File: src/rtl/irq_core_pkg.sv
package irq_core_pkg;
    typedef enum logic [1:0] {
        ST_IDLE   = 2'd0,
        ST_CHOSEN = 2'd1,
        ST_DRIVE  = 2'd2
    } ack_state_e;
endpackage

File: src/rtl/irq_req_latch.sv
module irq_req_latch #(
    parameter int NLINES = 8
) (
    input  logic              clk,
    input  logic              rst_n,
    input  logic              level_mode,
    input  logic [NLINES-1:0] req_line,
    input  logic [NLINES-1:0] grant_clr,
    output logic [NLINES-1:0] irr
);
    for (genvar g = 0; g < NLINES; g++) begin : g_line
        logic prev_q;
        logic req_q;
        always_ff @(posedge clk) begin
            if (!rst_n) begin
                prev_q <= 1'b0;
                req_q  <= 1'b0;
            end else begin
                prev_q <= req_line[g];
                if (level_mode)
                    req_q <= req_line[g] & ~grant_clr[g];
                else
                    req_q <= (req_q & ~grant_clr[g]) | (req_line[g] & ~prev_q);
            end
        end
        assign irr[g] = req_q;
    end
endmodule

File: src/rtl/irq_resolver.sv
module irq_resolver #(
    parameter int NLINES = 8,
    localparam int LW = $clog2(NLINES)
) (
    input  logic [NLINES-1:0] pending,
    input  logic [NLINES-1:0] isr,
    output logic              any_elig,
    output logic [LW-1:0]     winner,
    output logic              isr_any,
    output logic [LW-1:0]     isr_top
);
    logic [NLINES-1:0] elig;
    logic              seen;

    always_comb begin
        seen = 1'b0;
        for (int i = 0; i < NLINES; i++) begin
            seen    = seen | isr[i];
            elig[i] = pending[i] & ~seen;
        end
        any_elig = |elig;
        isr_any  = |isr;
        winner   = '0;
        isr_top  = '0;
        for (int i = NLINES - 1; i >= 0; i--) begin
            if (elig[i]) winner  = LW'(i);
            if (isr[i])  isr_top = LW'(i);
        end
    end
endmodule

File: src/rtl/irq_ack_ctrl.sv
module irq_ack_ctrl
    import irq_core_pkg::*;
(
    input  logic clk,
    input  logic rst_n,
    input  logic ack_n,
    output logic first_pulse,
    output logic second_pulse,
    output logic driving
);
    ack_state_e state_q, state_d;
    logic       ack_prev_q;
    logic       ack_fall;

    assign ack_fall = ack_prev_q & ~ack_n;

    always_ff @(posedge clk) begin
        if (!rst_n) begin
            state_q    <= ST_IDLE;
            ack_prev_q <= 1'b1;
        end else begin
            state_q    <= state_d;
            ack_prev_q <= ack_n;
        end
    end

    always_comb begin
        state_d      = state_q;
        first_pulse  = 1'b0;
        second_pulse = 1'b0;
        driving      = 1'b0;
        unique case (state_q)
            ST_IDLE: begin
                if (ack_fall) begin
                    first_pulse = 1'b1;
                    state_d     = ST_CHOSEN;
                end
            end
            ST_CHOSEN: begin
                if (ack_fall) begin
                    second_pulse = 1'b1;
                    state_d      = ST_DRIVE;
                end
            end
            ST_DRIVE: begin
                driving = 1'b1;
                if (ack_n) state_d = ST_IDLE;
            end
            default: state_d = ST_IDLE;
        endcase
    end
endmodule

File: src/rtl/prio_irq_core.sv
module prio_irq_core #(
    parameter int NLINES = 8,
    parameter int VW     = 8,
    localparam int LW    = $clog2(NLINES)
) (
    input  logic              clk,
    input  logic              rst_n,
    input  logic [NLINES-1:0] req_line,
    input  logic              level_mode,
    input  logic              mask_wr,
    input  logic [NLINES-1:0] mask_data,
    input  logic [VW-1:0]     vec_base,
    input  logic              auto_eoi,
    input  logic              eoi_valid,
    input  logic              eoi_specific,
    input  logic [LW-1:0]     eoi_level,
    input  logic              ack_n,
    output logic              irq_out,
    output logic [VW-1:0]     vec_out,
    output logic              vec_valid,
    output logic [NLINES-1:0] irr_rd,
    output logic [NLINES-1:0] isr_rd
);
    localparam logic [LW-1:0]     SPUR_LINE = LW'(NLINES - 1);
    localparam logic [NLINES-1:0] ONE       = NLINES'(1);

    logic [NLINES-1:0] irr, isr_q, mask_q, grant_clr;
    logic [NLINES-1:0] auto_clr, eoi_clr;
    logic              any_elig, isr_any, first_pulse, second_pulse, driving;
    logic [LW-1:0]     winner, isr_top, line_q;
    logic              spur_q;
    logic [VW-1:0]     vec_q;

    irq_req_latch #(.NLINES(NLINES)) u_latch (
        .clk(clk), .rst_n(rst_n), .level_mode(level_mode),
        .req_line(req_line), .grant_clr(grant_clr), .irr(irr)
    );

    irq_resolver #(.NLINES(NLINES)) u_resolve (
        .pending(irr & ~mask_q), .isr(isr_q), .any_elig(any_elig),
        .winner(winner), .isr_any(isr_any), .isr_top(isr_top)
    );

    irq_ack_ctrl u_ack (
        .clk(clk), .rst_n(rst_n), .ack_n(ack_n),
        .first_pulse(first_pulse), .second_pulse(second_pulse), .driving(driving)
    );

    assign grant_clr = (first_pulse && any_elig) ? (ONE << winner) : '0;
    assign auto_clr  = (second_pulse && auto_eoi && !spur_q) ? (ONE << line_q) : '0;

    always_comb begin
        eoi_clr = '0;
        if (eoi_valid) begin
            if (eoi_specific)  eoi_clr = ONE << eoi_level;
            else if (isr_any)  eoi_clr = ONE << isr_top;
        end
    end

    always_ff @(posedge clk) begin
        if (!rst_n) begin
            mask_q <= '1;
            isr_q  <= '0;
            line_q <= '0;
            spur_q <= 1'b0;
            vec_q  <= '0;
        end else begin
            if (mask_wr) mask_q <= mask_data;
            isr_q <= (isr_q | grant_clr) & ~auto_clr & ~eoi_clr;
            if (first_pulse) begin
                line_q <= any_elig ? winner : SPUR_LINE;
                spur_q <= ~any_elig;
            end
            if (second_pulse) vec_q <= vec_base + VW'(line_q);
        end
    end

    assign irq_out   = any_elig;
    assign vec_out   = vec_q;
    assign vec_valid = driving;
    assign irr_rd    = irr;
    assign isr_rd    = isr_q;

    assert_grant_sets_isr_R5: assert property (@(posedge clk) disable iff (!rst_n)
        (first_pulse && any_elig && !eoi_valid) |=> isr_q[$past(winner)]);

    assert_spurious_keeps_isr_R10: assert property (@(posedge clk) disable iff (!rst_n)
        (first_pulse && !any_elig && !eoi_valid) |=> $stable(isr_q));

    assert_vector_follows_R6: assert property (@(posedge clk) disable iff (!rst_n)
        second_pulse |=> (vec_valid && vec_out == $past(vec_base) + VW'($past(line_q))));

    assert_top_blocks_all_R4: assert property (@(posedge clk) disable iff (!rst_n)
        isr_q[0] |-> !irq_out);

    assert_specific_eoi_R8: assert property (@(posedge clk) disable iff (!rst_n)
        (eoi_valid && eoi_specific && !first_pulse) |=> !isr_q[$past(eoi_level)]);

    assert_auto_eoi_R7: assert property (@(posedge clk) disable iff (!rst_n)
        (second_pulse && auto_eoi && !spur_q && !first_pulse) |=> !isr_q[$past(line_q)]);
endmodule

File: config.mk
export PLATFORM = sky130hd
export DESIGN_NAME = prio_irq_core
export DESIGN_NICKNAME = d
export VERILOG_FILES = /design/src/rtl/irq_core_pkg.sv /design/src/rtl/irq_req_latch.sv /design/src/rtl/irq_resolver.sv /design/src/rtl/irq_ack_ctrl.sv /design/src/rtl/prio_irq_core.sv
export SDC_FILE = /design/constraint.sdc
export NUM_CORES = 1
export LEC_CHECK = 0
export BUFFER_PORTS_ARGS = -buffer_cell sky130_fd_sc_hd__buf_2
export CAP_MARGIN = 10
export CORE_ASPECT_RATIO = 1.75
export CORE_MARGIN = 2
export CORE_UTILIZATION = 53
export DETAILED_ROUTE_END_ITERATION = 10
export PLACE_DENSITY_LB_ADDON = 0.12
export SETUP_SLACK_MARGIN = 0.15
export SLEW_MARGIN = 20
export SYNTH_ARGS = -nofsm -noshare
export SYNTH_HDL_FRONTEND = slang
export SYNTH_SLANG_ARGS = --single-unit
File: constraint.sdc
create_clock -name clk -period 2.9 [get_ports clk]
set_input_delay 0.29 -clock clk [delete_from_list [all_inputs] [get_ports clk]]
set_output_delay 0.29 -clock clk [all_outputs]
set_load 0.01 [all_outputs]
# ---- Yosys cells after proc, flatten, opt, wreduce, memory -nomap -nowiden
# Index checks and enable logic that the tools add are counted.
dict set report word_totals {
  regBits 47
}
dict set report op_classes {
  addsub 1
  n_eq_ne 5
  shifts 4
  n_mux 38
  n_bitwise 81
  reduce_logical 8
}
# operator n
set op_table {}
lappend op_table {{3-bit two-way mux} 17}
lappend op_table {{8-bit two-way mux} 5}
lappend op_table {{1-bit AND} 33}
lappend op_table {{1-bit by 3-bit left shift with 8-bit output (first input constant)} 4}
lappend op_table {{1-bit NOT} 26}
lappend op_table {{8-bit AND} 3}
lappend op_table {{8-bit NOT} 3}
lappend op_table {{8-bit OR reduction} 2}
lappend op_table {{1-bit OR} 15}
lappend op_table {{1-bit two-way mux} 12}
lappend op_table {{8-bit by 3-bit adder with 8-bit output} 1}
lappend op_table {{8-bit OR} 1}
lappend op_table {{2-bit two-way mux} 3}
lappend op_table {{2-bit case mux with 3 select lines} 1}
lappend op_table {{2-bit by 1-bit != test with 1-bit output (second input constant)} 2}
lappend op_table {{1-bit logical AND} 3}
lappend op_table {{3-bit AND reduction} 1}
lappend op_table {{2-bit by 1-bit == test with 1-bit output (second input constant)} 1}
lappend op_table {{2-bit == test (second input constant)} 1}
lappend op_table {{2-bit logical NOT} 1}
lappend op_table {{2-bit != test (second input constant)} 1}
lappend op_table {{1-bit logical NOT} 1}

# ---- Logic depth before layout (Yosys ltp)
dict set report depth {
  word_depth 23
  mapped_depth 7
  ltp_nobuf 7
}

# ---- Hierarchy
# Synthesis repeated with hierarchy kept, for this count alone.
dict set report unflattened {
  cells_unflattened 293
  hier_area_um2 2526.2
}
# mod n_inst cells_per_inst area_per_inst_um2
set modules_own_cells {}
lappend modules_own_cells {prio_irq_core 1 167 1468.9}
lappend modules_own_cells {irq_req_latch 1 73 673.1}
lappend modules_own_cells {irq_resolver 1 40 239.0}
lappend modules_own_cells {irq_ack_ctrl 1 13 145.1}

# ---- Worst setup path after synthesis
# No wires, ideal clock.
dict set report synth_timing {
  path_type {flip-flop to flip-flop}
  from {register isr_q[0] (netlist: isr_rd[0])}
  to {register u_latch.g_line[7].req_q}
  setup_time_ps 127
  arrival_ps 1922
  required_time_ps 2773
  slack_ps 851
  path_stages_with_launch 8
  path_buffers 1
  synth_period_minus_slack_ps 2049
  path_cell_list {dfxtp_1 > buf_6 > or4_4 > a2111oi_4 > nand2_2 > nand4bb_4 > a32oi_1 > o21ai_1}
}
dict set report synth_via {
  elab_chain_cells 23
  word_cells_on_any_way 40
}
# item line
set synth_rtl {}
lappend synth_rtl {{start: declaration} prio_irq_core.sv:27} ;# logic [NLINES-1:0] irr, isr_q, mask_q, grant_clr;
lappend synth_rtl {{start signal: assignment} prio_irq_core.sv:69} ;# isr_q <= (isr_q | grant_clr) & ~auto_clr & ~eoi_clr;
lappend synth_rtl {{1-bit OR (7 in a row)} irq_resolver.sv:18} ;# seen = seen | isr[i];
lappend synth_rtl {{1-bit NOT} irq_resolver.sv:19} ;# elig[i] = pending[i] & ~seen;
lappend synth_rtl {{1-bit AND} irq_resolver.sv:19}
lappend synth_rtl {{3-bit two-way mux (8 in a row)} irq_resolver.sv:26} ;# if (elig[i]) winner = LW'(i);
lappend synth_rtl {{1-bit by 3-bit left shift with 8-bit output} prio_irq_core.sv:49} ;# assign grant_clr = (first_pulse && any_elig) ? (ONE << winner) : '0;
lappend synth_rtl {{8-bit two-way mux *} prio_irq_core.sv:49}
lappend synth_rtl {{1-bit NOT *} {irq_req_latch.sv:21, irq_req_latch.sv:23}}
lappend synth_rtl {{1-bit AND} irq_req_latch.sv:23} ;# req_q <= (req_q & ~grant_clr[g]) | (req_line[g] & ~prev_q);
lappend synth_rtl {{1-bit OR} irq_req_latch.sv:23}
lappend synth_rtl {{1-bit two-way mux *} irq_req_latch.sv:20} ;# if (level_mode)
lappend synth_rtl {{end signal: assignment} irq_req_latch.sv:21} ;# req_q <= req_line[g] & ~grant_clr[g];
lappend synth_rtl {{end signal: assignment} irq_req_latch.sv:23}
lappend synth_rtl {{end: declaration} irq_req_latch.sv:13} ;# logic req_q;
# Every way passes the cells marked *; elsewhere a longest branch is shown, timed or not.
# A chain may end at the register's enable or synchronous reset.

# ---- Final worst setup path
dict set report layout_timing {
  from {register isr_q[4] (netlist: isr_rd[4])}
  to {output port irq_out}
}
dict set report layout_via {
  elab_chain_cells 7
  word_cells_on_any_way 13
}
# item line
set layout_rtl {}
lappend layout_rtl {{1-bit OR *} irq_resolver.sv:18}
lappend layout_rtl {{1-bit OR (3 in a row)} irq_resolver.sv:18}
lappend layout_rtl {{1-bit NOT} irq_resolver.sv:19}
lappend layout_rtl {{1-bit AND} irq_resolver.sv:19}
lappend layout_rtl {{8-bit OR reduction *} irq_resolver.sv:21} ;# any_elig = |elig;
lappend layout_rtl {{end: declaration} prio_irq_core.sv:18} ;# output logic irq_out,
# Marked as above.

==> results.json <==
{
  "vias_per_cell": 5.81,
  "clockBufferDepth": 2,
  "final_common_cell": "buf_2",
  "drv_slew": 0,
  "path_buf_inv": 2,
  "grt_max_degree": 30,
  "fin_crit_ps": 2290,
  "final_antenna_net_count": 0,
  "htree_levels": 2,
  "via_count": 2302,
  "nets": 383,
  "critPathMaxStageDelay_ps": 530,
  "period_share": 0.791,
  "cts_setup_buffers": 0,
  "arrival_ps": 2000,
  "clkTransAtPathRegs_ps": 90,
  "synth-seq-cells": 47,
  "cts_resized": 0,
  "pin_count": 61,
  "initial_utilization": 0.547,
  "async_flop_share": 0,
  "cp_slowest_cell": "o21ai_0",
  "die_area_mm2": 0.00536,
  "finalPower_w": 0.00143,
  "synth_area_mm2": 0.00253,
  "grt.total_usage": 0.244,
  "critPathKind": "register to output pin",
  "drtPass1Iterations": 4,
  "insertion_delay_ps": 300,
  "area_growth_pct": 14.6,
  "tightest_slew_ps": 641,
  "finalHoldViolCount": 0,
  "startpoint_type": "register",
  "clock.fmax_mhz": 436,
  "ir_drop_v": 0.000341,
  "cts_made_buffers": 5,
  "grt_pass1_wl_um": 10200,
  "first_iter_violations": 64,
  "grt_pass1_vias": 2190,
  "crit_chain": "nor3b_1, o21ai_0, nand2_1, nor3_1, inv_1, buf_2",
  "syn_inst": 296,
  "power_leakage_nw": 1.22,
  "cts_tree": "built",
  "required_ps": 2610,
  "setup_viol": 0,
  "wl_per_cell_um": 15.5,
  "cellPowerDensity_mw_per_mm2": 494,
  "drive_above_1_share": 0.247,
  "die_h_um": 95.4,
  "skew_ps": 2.56,
  "cts.sinks": 47,
  "crit_family": "simple AND/OR/NAND/NOR gates",
  "status": "finished clean",
  "min_path_type": "input port to register",
  "overflow": 0,
  "synthFlopType": "dfxtp_1",
  "relSlewSlack": 0.567,
  "gp_congestion": 0.831,
  "syn_area_per_cell_um2": 8.55,
  "whs_ps": 192,
  "drcViolationCount": 0,
  "layout_common_cells": "buf_2, dfxtp_1, nand2_1",
  "die_w_um": 56.2,
  "path_max_fanout": 6,
  "n_fill_cell": 452,
  "multi_input_area_mm2": 0.00141,
  "wirelength_um": 6120,
  "syn-num-nets": 335,
  "rsz0062_at_grt": "false",
  "coreArea_mm2": 0.00462,
  "ys_types": 59,
  "dp_hpwl_um": 4810,
  "rows": 33,
  "yosysSeqAreaShare": 0.372,
  "synth_edf_count": 0,
  "hold_buffers": 0,
  "cp-end-kind": "output pin",
  "ff_latch_area_um2": 941,
  "cts-root-buf": "clkbuf_8",
  "maxCapViolations": 0,
  "n_antenna_cell": 0,
  "yosysWarningCount": 0,
  "antenna_found_initial": 0,
  "tns_ps": 0,
  "io_buffer_count": 60
}
-- cell type report --
| type | count | share of cell area |
|---|---|---|
| Tap cell | 52 | 0.0224 |
| Sequential cell | 47 | 0.325 |
| Clock inverter | 2 | 0.0129 |
| Clock buffer | 5 | 0.0237 |
| Inverter | 14 | 0.0181 |
| Timing Repair Buffer | 63 | 0.111 |
| Multi-Input combinational cell | 213 | 0.487 |
-- cell families after synthesis --
logic type	Yosys count	synth area share
simple gates	128	0.284
buf+inv	36	0.0702
fa+ha+maj	4	0.0228
xor+xnor	7	0.0242
flops	47	0.372
mux	10	0.0396
compound gates	64	0.187
-- power by group --
| group | switching, W | internal [W] | leakage (nW) |
|---|---|---|---|
| logic | 0.000131 | 0.000111 | 0.788 |
| clock network | 0.000219 | 0.000252 | 0.0502 |
| registers | 0.0000350 | 0.000684 | 0.387 |
| total | 0.000385 | 0.00105 | 1.22 |
-- synthesized netlist by cell type (all sizes together), types with 4 or more instances --
cell type	n	area, µm²
a211oi	8	65.1
a21oi	15	75.1
and2	11	68.8
buf	13	91.3
clkbuf	9	33.8
dfxtp	47	941
inv	14	52.6
mux2i	10	100
nand2	28	108
nand2b	6	37.5
nand3	14	70.1
nand3b	5	37.5
nor2	25	96.4
nor2b	10	62.6
nor3	6	30.0
nor4b	4	35.0
o21ai	14	70.1
o31ai	4	43.8
xnor2	4	35.0
-- metal layers --
layer  vias up  part of all wire  wire [µm]  track usage
li1       1138                 -          -            -
met1      1094              0.37       2250        0.256
met2        57              0.57       3460        0.476
met3        13             0.038        232       0.0326
met4         0             0.029        177        0.101
met5         -                 0          0            0
-- state kept, by name, indices dropped and copies added, names as in the netlist --
name	count
line_q	3
spur_q	1
isr_rd	8
u_latch.g_line.prev_q	8
vec_out	8
u_latch.g_line.req_q	8
mask_q	8
u_ack.ack_prev_q	1
u_ack.state_q	2
-- final timing paths --
kind              from                       to  slack [ps]  cells after the start
max reg2reg  isr_rd[0]  u_latch.g_line[6].req_q         670                      6
min reg2reg     spur_q                   spur_q         490                      2
min              ack_n         u_ack.ack_prev_q         190                      3
max          isr_rd[4]                  irq_out         610                      6
-- tightest hold or removal path, cell delays in order --
cell,delay [ps]
buf_2,90
inv_1,40
nand2_1,50
-- stage by stage --
step	std cells	worst slack (ps)	util	area, µm²
2_1_floorplan	296	851	-	2530
3_3_place_gp	389	701	0.604	2790
3_5_place_dp	389	679	0.604	2790
4_1_cts	396	615	0.627	2900
5_1_grt	396	441	0.627	2900
6_report	396	606	0.627	2900
Power figures use the tool's default switching activity.
